## src/rtl/flash_ctl_pkg.sv

```systemverilog
package flash_ctl_pkg;

  typedef enum logic [2:0] {
    CMD_NOP     = 3'd0,
    CMD_PROGRAM = 3'd1,
    CMD_ERASE   = 3'd2,
    CMD_BLANK   = 3'd3,
    CMD_SUSPEND = 3'd4,
    CMD_RESUME  = 3'd5,
    CMD_CLEAR   = 3'd6,
    CMD_NOP7    = 3'd7
  } cmd_e;

  typedef enum logic [1:0] {
    ST_IDLE   = 2'd0,
    ST_BUSY   = 2'd1,
    ST_PAUSED = 2'd2
  } state_e;

  typedef enum logic [1:0] {
    OP_PROGRAM = 2'd0,
    OP_ERASE   = 2'd1,
    OP_BLANK   = 2'd2
  } op_e;

  typedef struct packed {
    logic startOp;
    logic pulseStep;
    logic wordStep;
    logic loadLat;
    logic stepLat;
    logic dropPending;
    logic setEraseErr;
    logic setProgErr;
    logic setSupplyErr;
    logic clearErr;
    logic setSuspErase;
    logic setSuspProg;
    logic clearSusp;
  } strobe_t;

  localparam int STAT_READY     = 7;
  localparam int STAT_SUSP_ERS  = 6;
  localparam int STAT_ERASE_ERR = 5;
  localparam int STAT_PROG_ERR  = 4;
  localparam int STAT_SUPPLY    = 3;
  localparam int STAT_SUSP_PRG  = 2;

endpackage

```

## src/rtl/flash_ctl_datapath.sv

```systemverilog
module flash_ctl_datapath
  import flash_ctl_pkg::*;
#(
  parameter int MAX_PULSES   = 8,
  parameter int SUSP_LATENCY = 4,
  parameter int BLOCK_WORDS  = 16,
  parameter int WORD_W       = 16
) (
  input  logic              clk,
  input  logic              rstN,
  input  strobe_t           stb,
  input  logic [WORD_W-1:0] readWord,
  output logic              wordBlank,
  output logic              pulseLast,
  output logic              wordLast,
  output logic              latZero,
  output logic              pending,
  output logic              errErase,
  output logic              errProg,
  output logic              errSupply,
  output logic              suspErase,
  output logic              suspProg
);

  localparam int PCNT_W = (MAX_PULSES > 1) ? $clog2(MAX_PULSES) : 1;
  localparam int LAT_W  = (SUSP_LATENCY > 1) ? $clog2(SUSP_LATENCY) : 1;
  localparam int WCNT_W = (BLOCK_WORDS > 1) ? $clog2(BLOCK_WORDS) : 1;
  localparam logic [PCNT_W-1:0] PULSE_TOP = PCNT_W'(MAX_PULSES - 1);
  localparam logic [LAT_W-1:0]  LAT_TOP   = LAT_W'(SUSP_LATENCY - 1);
  localparam logic [WCNT_W-1:0] WORD_TOP  = WCNT_W'(BLOCK_WORDS - 1);

  logic [PCNT_W-1:0] pulseCnt;
  logic [LAT_W-1:0]  latCnt;
  logic [WCNT_W-1:0] wordCnt;

  assign wordBlank = (readWord == {WORD_W{1'b1}});
  assign pulseLast = (pulseCnt == PULSE_TOP);
  assign wordLast  = (wordCnt == WORD_TOP);
  assign latZero   = (latCnt == '0);

  // Operation progress counters
  always_ff @(posedge clk) begin
    if (!rstN) begin
      pulseCnt <= '0;
      wordCnt  <= '0;
    end else if (stb.startOp) begin
      pulseCnt <= '0;
      wordCnt  <= '0;
    end else begin
      if (stb.pulseStep) pulseCnt <= pulseCnt + PCNT_W'(1);
      if (stb.wordStep)  wordCnt  <= wordCnt + WCNT_W'(1);
    end
  end

  // Suspend latency window
  always_ff @(posedge clk) begin
    if (!rstN) begin
      pending <= 1'b0;
      latCnt  <= '0;
    end else begin
      if (stb.dropPending)  pending <= 1'b0;
      else if (stb.loadLat) pending <= 1'b1;
      if (stb.loadLat)      latCnt <= LAT_TOP;
      else if (stb.stepLat) latCnt <= latCnt - LAT_W'(1);
    end
  end

  // Sticky error flags and suspend flags
  always_ff @(posedge clk) begin
    if (!rstN) begin
      errErase  <= 1'b0;
      errProg   <= 1'b0;
      errSupply <= 1'b0;
      suspErase <= 1'b0;
      suspProg  <= 1'b0;
    end else begin
      if (stb.clearErr) begin
        errErase  <= 1'b0;
        errProg   <= 1'b0;
        errSupply <= 1'b0;
      end else begin
        errErase  <= errErase  | stb.setEraseErr;
        errProg   <= errProg   | stb.setProgErr;
        errSupply <= errSupply | stb.setSupplyErr;
      end
      if (stb.clearSusp) begin
        suspErase <= 1'b0;
        suspProg  <= 1'b0;
      end else begin
        suspErase <= suspErase | stb.setSuspErase;
        suspProg  <= suspProg  | stb.setSuspProg;
      end
    end
  end

  // the pulse counter never steps past the final pulse
  a_r14_pulse_bound: assert property (@(posedge clk) disable iff (!rstN)
    stb.pulseStep |-> !pulseLast);

  // error flags persist unless cleared
  a_r7_err_sticky: assert property (@(posedge clk) disable iff (!rstN)
    (errErase || errProg || errSupply) && !stb.clearErr
      |=> (errErase || errProg || errSupply));

  // the latency window only counts down while not yet expired
  a_r9_latency_step: assert property (@(posedge clk) disable iff (!rstN)
    stb.stepLat |-> (pending && !latZero));

endmodule

```

## src/rtl/flash_ctl_control.sv

```systemverilog
module flash_ctl_control
  import flash_ctl_pkg::*;
(
  input  logic    clk,
  input  logic    rstN,
  input  logic    cmdValid,
  input  cmd_e    cmd,
  input  logic    supplyOk,
  input  logic    verifyPass,
  input  logic    wordBlank,
  input  logic    pulseLast,
  input  logic    wordLast,
  input  logic    latZero,
  input  logic    pending,
  input  logic    errErase,
  input  logic    errProg,
  input  logic    errSupply,
  input  logic    suspErase,
  input  logic    suspProg,
  output strobe_t stb,
  output logic    busy
);

  state_e state, stateNext;
  op_e    opKind, opNext;
  logic   finishOp;

  always_ff @(posedge clk) begin
    if (!rstN) begin
      state  <= ST_IDLE;
      opKind <= OP_PROGRAM;
    end else begin
      state  <= stateNext;
      opKind <= opNext;
    end
  end

  assign busy = (state == ST_BUSY);

  always_comb begin
    stb       = '0;
    stateNext = state;
    opNext    = opKind;
    finishOp  = 1'b0;
    case (state)
      ST_IDLE: begin
        if (cmdValid) begin
          case (cmd)
            CMD_PROGRAM: begin
              if (!(errProg || errSupply)) begin
                if (!supplyOk) begin
                  stb.setSupplyErr = 1'b1;
                end else begin
                  stb.startOp = 1'b1;
                  opNext      = OP_PROGRAM;
                  stateNext   = ST_BUSY;
                end
              end
            end
            CMD_ERASE: begin
              if (!(errErase || errSupply)) begin
                if (!supplyOk) begin
                  stb.setSupplyErr = 1'b1;
                end else begin
                  stb.startOp = 1'b1;
                  opNext      = OP_ERASE;
                  stateNext   = ST_BUSY;
                end
              end
            end
            CMD_BLANK: begin
              if (!errErase) begin
                stb.startOp = 1'b1;
                opNext      = OP_BLANK;
                stateNext   = ST_BUSY;
              end
            end
            CMD_CLEAR: stb.clearErr = 1'b1;
            default: ;
          endcase
        end
      end
      ST_PAUSED: begin
        if (cmdValid) begin
          if (cmd == CMD_RESUME) begin
            stb.clearSusp = 1'b1;
            stateNext     = ST_BUSY;
          end else if (cmd == CMD_CLEAR) begin
            stb.clearErr = 1'b1;
          end
        end
      end
      ST_BUSY: begin
        if (opKind == OP_BLANK) begin
          if (!wordBlank) begin
            stb.setEraseErr = 1'b1;
            stateNext       = ST_IDLE;
          end else if (wordLast) begin
            stateNext = ST_IDLE;
          end else begin
            stb.wordStep = 1'b1;
          end
        end else if (pending && latZero) begin
          stb.dropPending = 1'b1;
          stateNext       = ST_PAUSED;
          if (opKind == OP_ERASE) stb.setSuspErase = 1'b1;
          else                    stb.setSuspProg  = 1'b1;
        end else begin
          if (verifyPass) begin
            finishOp = 1'b1;
          end else if (pulseLast) begin
            finishOp = 1'b1;
            if (opKind == OP_ERASE) stb.setEraseErr = 1'b1;
            else                    stb.setProgErr  = 1'b1;
          end else begin
            stb.pulseStep = 1'b1;
          end
          if (finishOp) begin
            stb.dropPending = 1'b1;
            stateNext       = ST_IDLE;
          end else if (pending) begin
            stb.stepLat = 1'b1;
          end else if (cmdValid && cmd == CMD_SUSPEND) begin
            stb.loadLat = 1'b1;
          end
        end
      end
      default: stateNext = ST_IDLE;
    endcase
  end

  // a program or erase only launches with a valid supply
  a_r6_supply_at_start: assert property (@(posedge clk) disable iff (!rstN)
    (stb.startOp && opNext != OP_BLANK) |-> supplyOk);

  // a program with a sticky fault stays refused
  a_r8_prog_refused: assert property (@(posedge clk) disable iff (!rstN)
    (state == ST_IDLE && cmdValid && cmd == CMD_PROGRAM && (errProg || errSupply))
      |=> (state == ST_IDLE));

  // resume returns to busy with both suspend flags cleared
  a_r11_resume: assert property (@(posedge clk) disable iff (!rstN)
    (state == ST_PAUSED && cmdValid && cmd == CMD_RESUME)
      |=> (state == ST_BUSY && !suspErase && !suspProg));

  // a suspend flag exists only while paused
  a_r13_susp_paused: assert property (@(posedge clk) disable iff (!rstN)
    (suspErase || suspProg) |-> (state == ST_PAUSED));

  // no clear takes effect while busy
  a_r12_busy_no_clear: assert property (@(posedge clk) disable iff (!rstN)
    busy |-> !stb.clearErr);

endmodule

```

## src/rtl/flash_status_ctl.sv

```systemverilog
module flash_status_ctl
  import flash_ctl_pkg::*;
#(
  parameter int MAX_PULSES   = 8,
  parameter int SUSP_LATENCY = 4,
  parameter int BLOCK_WORDS  = 16,
  parameter int WORD_W       = 16
) (
  input  logic              clk,
  input  logic              rstN,
  input  logic              cmdValid,
  input  logic [2:0]        cmdCode,
  input  logic              supplyOk,
  input  logic              verifyPass,
  input  logic [WORD_W-1:0] readWord,
  output logic [7:0]        status,
  output logic              busy
);

  strobe_t stb;
  logic wordBlank, pulseLast, wordLast, latZero, pending;
  logic errErase, errProg, errSupply, suspErase, suspProg;
  logic ready;

  flash_ctl_control u_control (
    .clk        (clk),
    .rstN       (rstN),
    .cmdValid   (cmdValid),
    .cmd        (cmd_e'(cmdCode)),
    .supplyOk   (supplyOk),
    .verifyPass (verifyPass),
    .wordBlank  (wordBlank),
    .pulseLast  (pulseLast),
    .wordLast   (wordLast),
    .latZero    (latZero),
    .pending    (pending),
    .errErase   (errErase),
    .errProg    (errProg),
    .errSupply  (errSupply),
    .suspErase  (suspErase),
    .suspProg   (suspProg),
    .stb        (stb),
    .busy       (busy)
  );

  flash_ctl_datapath #(
    .MAX_PULSES   (MAX_PULSES),
    .SUSP_LATENCY (SUSP_LATENCY),
    .BLOCK_WORDS  (BLOCK_WORDS),
    .WORD_W       (WORD_W)
  ) u_datapath (
    .clk        (clk),
    .rstN       (rstN),
    .stb        (stb),
    .readWord   (readWord),
    .wordBlank  (wordBlank),
    .pulseLast  (pulseLast),
    .wordLast   (wordLast),
    .latZero    (latZero),
    .pending    (pending),
    .errErase   (errErase),
    .errProg    (errProg),
    .errSupply  (errSupply),
    .suspErase  (suspErase),
    .suspProg   (suspProg)
  );

  assign ready = !busy;

  always_comb begin
    status = '0;
    status[STAT_READY]     = ready;
    status[STAT_SUSP_ERS]  = ready & suspErase;
    status[STAT_ERASE_ERR] = errErase;
    status[STAT_PROG_ERR]  = errProg;
    status[STAT_SUPPLY]    = errSupply;
    status[STAT_SUSP_PRG]  = ready & suspProg;
  end

endmodule

```

## config.mk

```make
export PLATFORM = sky130hd
export DESIGN_NAME = flash_status_ctl
export DESIGN_NICKNAME = d
export VERILOG_FILES = /design/src/rtl/flash_ctl_pkg.sv /design/src/rtl/flash_ctl_datapath.sv /design/src/rtl/flash_ctl_control.sv /design/src/rtl/flash_status_ctl.sv
export SDC_FILE = /design/constraint.sdc
export NUM_CORES = 1
export LEC_CHECK = 0
export ABC_AREA = 1
export BUFFER_PORTS_ARGS = -buffer_cell sky130_fd_sc_hd__buf_2
export CORE_MARGIN = 1
export CORE_UTILIZATION = 55
export DETAILED_ROUTE_END_ITERATION = 8
export PLACE_DENSITY = 0.84
export SLEW_MARGIN = 25
export SYNTH_ARGS = -nofsm -noshare
export SYNTH_HDL_FRONTEND = slang
export SYNTH_SLANG_ARGS = --single-unit
```

## constraint.sdc

```tcl
create_clock -name clk -period 3.1 [get_ports clk]
set_clock_uncertainty 0.15 [all_clocks]
set_input_delay 0.31 -clock clk [delete_from_list [all_inputs] [get_ports clk]]
set_output_delay 0.31 -clock clk [all_outputs]
set_load 0.01 [all_outputs]
```

# Word-level counts from Yosys, hierarchy flattened
# Cells that the tools add are included.
# totals
ff_bits,19
output_inout_bits,9
wordCells,138
in_bits,24
# classes
n_bitwise,8
n_reduce_logical,15
n_addsub,3
muxes,74
n_eq_ne,27
# ops
op,n
$mux W2,28
$mux W1,38
$pmux W2 S3,3
$eq A16 B16 Y1 const B,1
$ne A2 B2 Y1 const B,7
$eq A3 B3 Y1 const B,4
$ne A3 B3 Y1 const B,3
$reduce_and A9 Y1,1
$ne A4 B4 Y1 const B,2
$reduce_and A8 Y1,1
$reduce_or A2 Y1,4
$mux W7,1
$eq A3 B2 Y1 const B,2
$or A1 B1 Y1,5
$add A4 B1 Y4 const B,1
$eq A2 B1 Y1 const B,2
$eq A2 B2 Y1 const B,2
$eq A4 B4 Y1 const B,1
$logic_not A2 Y1,2
$ne A4 B1 Y1 const B,1
$pmux W1 S2,2
$add A3 B1 Y3 const B,1
$eq A3 B1 Y1 const B,1
$mux W3,1
10 further kinds,13

# Depth between registers and ports, before layout
# depth
word_depth,12
mapped_depth,11
depth_no_buf,11

# By module
# Synthesis repeated with hierarchy kept, for this count alone.
# hier_totals
cells_unflattened,214
hier_area_um2,1298.7
# modules_own_cells
mod,cells_per_inst,n_inst,area_each_um2,seq_area_each_um2
flash_ctl_datapath,88,1,648.1,300.3
flash_ctl_control,114,1,583.1,80.1
flash_status_ctl,12,1,67.6,0.0

# Worst setup path before layout
# Ideal clock, no wire load.
# synth_timing
path_type,register to register
from,register u_datapath.pulseCnt[0]
to,register u_datapath.latCnt[0]
period_less_slack_ps,1584
path_slack_ps,1516
stages_incl_launch_ff,11
t_required_ps,2880
setup_ps,70
path_buffers,0
t_arrival_ps,1364
path_cell_list,dfxtp_1 > ha_1 > ha_1 > nor2_1 > nand2_1 > inv_1 > nand2_4 > nor2_4 > nand3b_1 > nand2_1 > a21oi_1
# synth_via
elab_chain_cells,11
elab_cells_between_ends,12
classes_between,eq/ne: 1; mux: 10; reduce/logical: 1
# synth_rtl
element,line_no,rtl
"start, declared",flash_ctl_datapath.sv:32,logic [PCNT_W-1:0] pulseCnt;
"start signal, assigned",flash_ctl_datapath.sv:50,if (stb.pulseStep) pulseCnt <= pulseCnt + PCNT_W'(1);
$eq A3 B3 Y1 *,flash_ctl_datapath.sv:37,assign pulseLast = (pulseCnt == PULSE_TOP);
$mux W1 *,flash_ctl_control.sv:111,end else if (pulseLast) begin
$mux W1 *,flash_ctl_control.sv:109,if (verifyPass) begin
$mux W1 *,flash_ctl_control.sv:103,end else if (pending && latZero) begin
$mux W1 *,flash_ctl_control.sv:94,if (opKind == OP_BLANK) begin
$mux W1 *,flash_ctl_control.sv:45,case (state)
$mux W2 *,flash_ctl_control.sv:118,if (finishOp) begin
$mux W2 *,flash_ctl_control.sv:103,
$mux W3 *,flash_ctl_control.sv:94,
$mux W7 *,flash_ctl_control.sv:45,
$mux W2 / $reduce_bool A2 Y1 (equally long branches),n/a,
"end signal, assigned",flash_ctl_datapath.sv:64,else if (stb.stepLat) latCnt <= latCnt - LAT_W'(1);
"end, declared",flash_ctl_datapath.sv:33,logic [LAT_W-1:0] latCnt;
# Mark *: on every way between the ends. The rest lies on a longest branch, timed or not. The select of a mux whose other input is x is not followed.
# A chain may end at the register's enable or synchronous reset.

# Worst setup path in the final report
# Ends and elaborated chain as after synthesis.

==> flow_metrics.env <==
export IMPL_outcome="complete, no violations"
export IMPL_boundaryPins=33
export IMPL_cts_resized=0
export IMPL_ys_types=22
export IMPL_grt_usage=0.225
export IMPL_grt_overflow_total=0
export IMPL_cpPeakStageDelay_ns=0.33
export IMPL_hpwl_mm=2.06
export IMPL_insertion_delay_ns=0.29
export IMPL_slew_violations=0
export IMPL_core_um2=2000
export IMPL_period_share=0.568
export IMPL_cp_buffers_inverters=1
export IMPL_drtAntennaViolNets=0
export IMPL_grt_pass1_vias=1083
export IMPL_path_clk_slew_ns=0.11
export IMPL_final_cell_mix="nand2_1 (42), nor2_1 (35), buf_2 (30)"
export IMPL_final_common_cell="nand2_1"
export IMPL_setup_worst_path_start_class="flip-flop"
export IMPL_routedWlPerCell_um=10.1
export IMPL_nFillCells=194
export IMPL_first_pass_iters=4
export IMPL_synth_cells=187
export IMPL_place_congestion=0.945
export IMPL_port_buffers=30
export IMPL_rsz0062_at_grt="no"
export IMPL_grt_max_degree=12
export IMPL_powerDensity_nw_per_um2=342
export IMPL_area_growth_syn_to_layout_pct=13.6
export IMPL_antenna_found_initial=0
export IMPL_avgSynthCellArea_um2=6.40
export IMPL_post_cts_setup_buffers=0
export IMPL_crit_path_end_kind="flip-flop"
export IMPL_setup_tns_ns=0
export IMPL_htreeDepth=1
export IMPL_p_leak_nw=0.672
export IMPL_synth_async_reset_ratio=0
export IMPL_ctsHoldBuffers=0
export IMPL_crit_arrival_ns=1.84
export IMPL_dieArea_um2=2370
export IMPL_cp_max_fo=7
export IMPL_nets=244
export IMPL_netlist_area_um2=1200
export IMPL_wirelength_mm=2.44
export IMPL_tritoncts="yes"
export IMPL_synth_seq_cells=19
export IMPL_critical_path_top_delay_family="simple AND/OR/NAND/NOR gates"
export IMPL_maxCapViolations=0
export IMPL_drc=0
export IMPL_die_y_um=48.7
export IMPL_cts_buffers=3
export IMPL_criticalPathCategory="reg -> reg"
export IMPL_layout_drive_gt1_share=0.191
export IMPL_vdd_drop_max_uv=203
export IMPL_fin_util=0.679
export IMPL_vias=1240
export IMPL_hp_class="in -> reg"
export IMPL_cp_required_ns=3.18
export IMPL_synth_edf_count=0
export IMPL_detail_route_vias_per_cell=5.12
export IMPL_design_area_um2=1360
export IMPL_dominantRegCellSynth="dfxtp_1"
export IMPL_crit_chain="ha_1 > ha_1 > nor2_1 > nand2_1 > inv_1 > nand2_4 > nor2_4 > nand3b_1 > nand2_1 > a21oi_1"
export IMPL_rows=16
export IMPL_fin_crit_ns=1.76
export IMPL_grt_pass1_wl_mm=4.26
export IMPL_root_buffer="clkbuf_4"
export IMPL_yosysWarnings=0
export IMPL_die_w_um=48.7
export IMPL_worst_path_max_delay_cell="dfxtp_1"
export IMPL_start_util=0.598
export IMPL_drt_iter0_markers=31
export IMPL_antenna_cells=0
export IMPL_ctsLongestPathBuffers=2
export IMPL_cts_sinks=19
export IMPL_place_area_um2=1330
export IMPL_max_freq_mhz=568
export IMPL_setup_viol=0
export IMPL_yosysSeqAreaShare=0.318
export IMPL_hold_viol=0
==> sequential cells by signal, summed over array words and instances, names as in the netlist, 2 cells and up <==
name                 count
u_datapath.pulseCnt      3
u_control.opKind         2
u_control.state          2
u_datapath.wordCnt       4
u_datapath.latCnt        2
==> final timing paths <==
path	startpoint	end	slack, ns	cells past startpoint
worst max register to register	u_datapath.pulseCnt[0]	u_datapath.latCnt[0]	1.34	10
worst min-delay path	rstN	u_control.state[1]	0.18	3
worst max-delay path	u_datapath.pulseCnt[0]	u_datapath.latCnt[0]	1.34	10
worst min register to register	u_datapath.latCnt[0]	u_datapath.latCnt[0]	0.29	1
==> logic make-up after synthesis <==
kind of cell | synth area share
xor+xnor | 0.0219
flops | 0.318
other cells | 0.00313
compound gates | 0.0888
simple gates | 0.401
buf+inv | 0.125
fa+ha+maj | 0.0418
==> synthesized netlist by cell type, types with 2 or more instances <==
master,number,area share
nand2_1,42,0.13
nor2_1,35,0.11
inv_1,26,0.082
dfxtp_1,19,0.32
nand3_1,13,0.054
a21oi_1,12,0.050
buf_4,7,0.044
nand4_1,5,0.026
o21ai_0,5,0.021
ha_1,4,0.042
nor2_4,3,0.028
xor2_1,3,0.022
nand2_2,2,0.010
nand3b_1,2,0.013
nor3_1,2,0.0084
==> stage by stage <==
stage,std cells,hold slack [ns],setup slack (ns),power (mW)
after global placement,238,0.261,1.46,0.347
final,242,0.185,1.34,0.465
after global routing,242,0.187,1.20,0.491
after floorplan,188,0.253,1.52,0.322
after CTS,242,0.172,1.33,0.468
after detailed placement,238,0.282,1.35,0.351
==> worst reg2reg max path: stages, from the launching register on <==
cell	delay, ns
dfxtp_1	0.33
ha_1	0.20
ha_1	0.22
nor2_1	0.15
nand2_1	0.08
inv_1	0.11
nand2_4	0.09
nor2_4	0.12
nand3b_1	0.11
nand2_1	0.05
a21oi_1	0.11
==> per-layer routing <==
metal	GRT usage	vias up	part of all wire
met2	0.403	39	0.50
met4	0.0686	0	0.0041
met1	0.274	557	0.45
met5	0	-	0
met3	0.0346	2	0.043
li1	-	642	-
==> final cells by class <==
cell class,count,area [µm²],area share
well taps,27,33.8,0.0248
multi-input cells,136,671,0.493
repair buffers,30,150,0.110
clock buffers,3,22.5,0.0166
clock inverters,1,5.00,0.00368
inverters,26,97.6,0.0718
flip-flops and latches,19,380,0.280
==> power by group <==
group          leakage (nW)  switching (mW)  internal [mW]
combinational         0.501          0.0571         0.0339
clock                0.0177          0.0713         0.0479
sequential            0.153         0.00550          0.249
total                 0.672           0.134          0.331
Power figures use the tool's default switching activity.
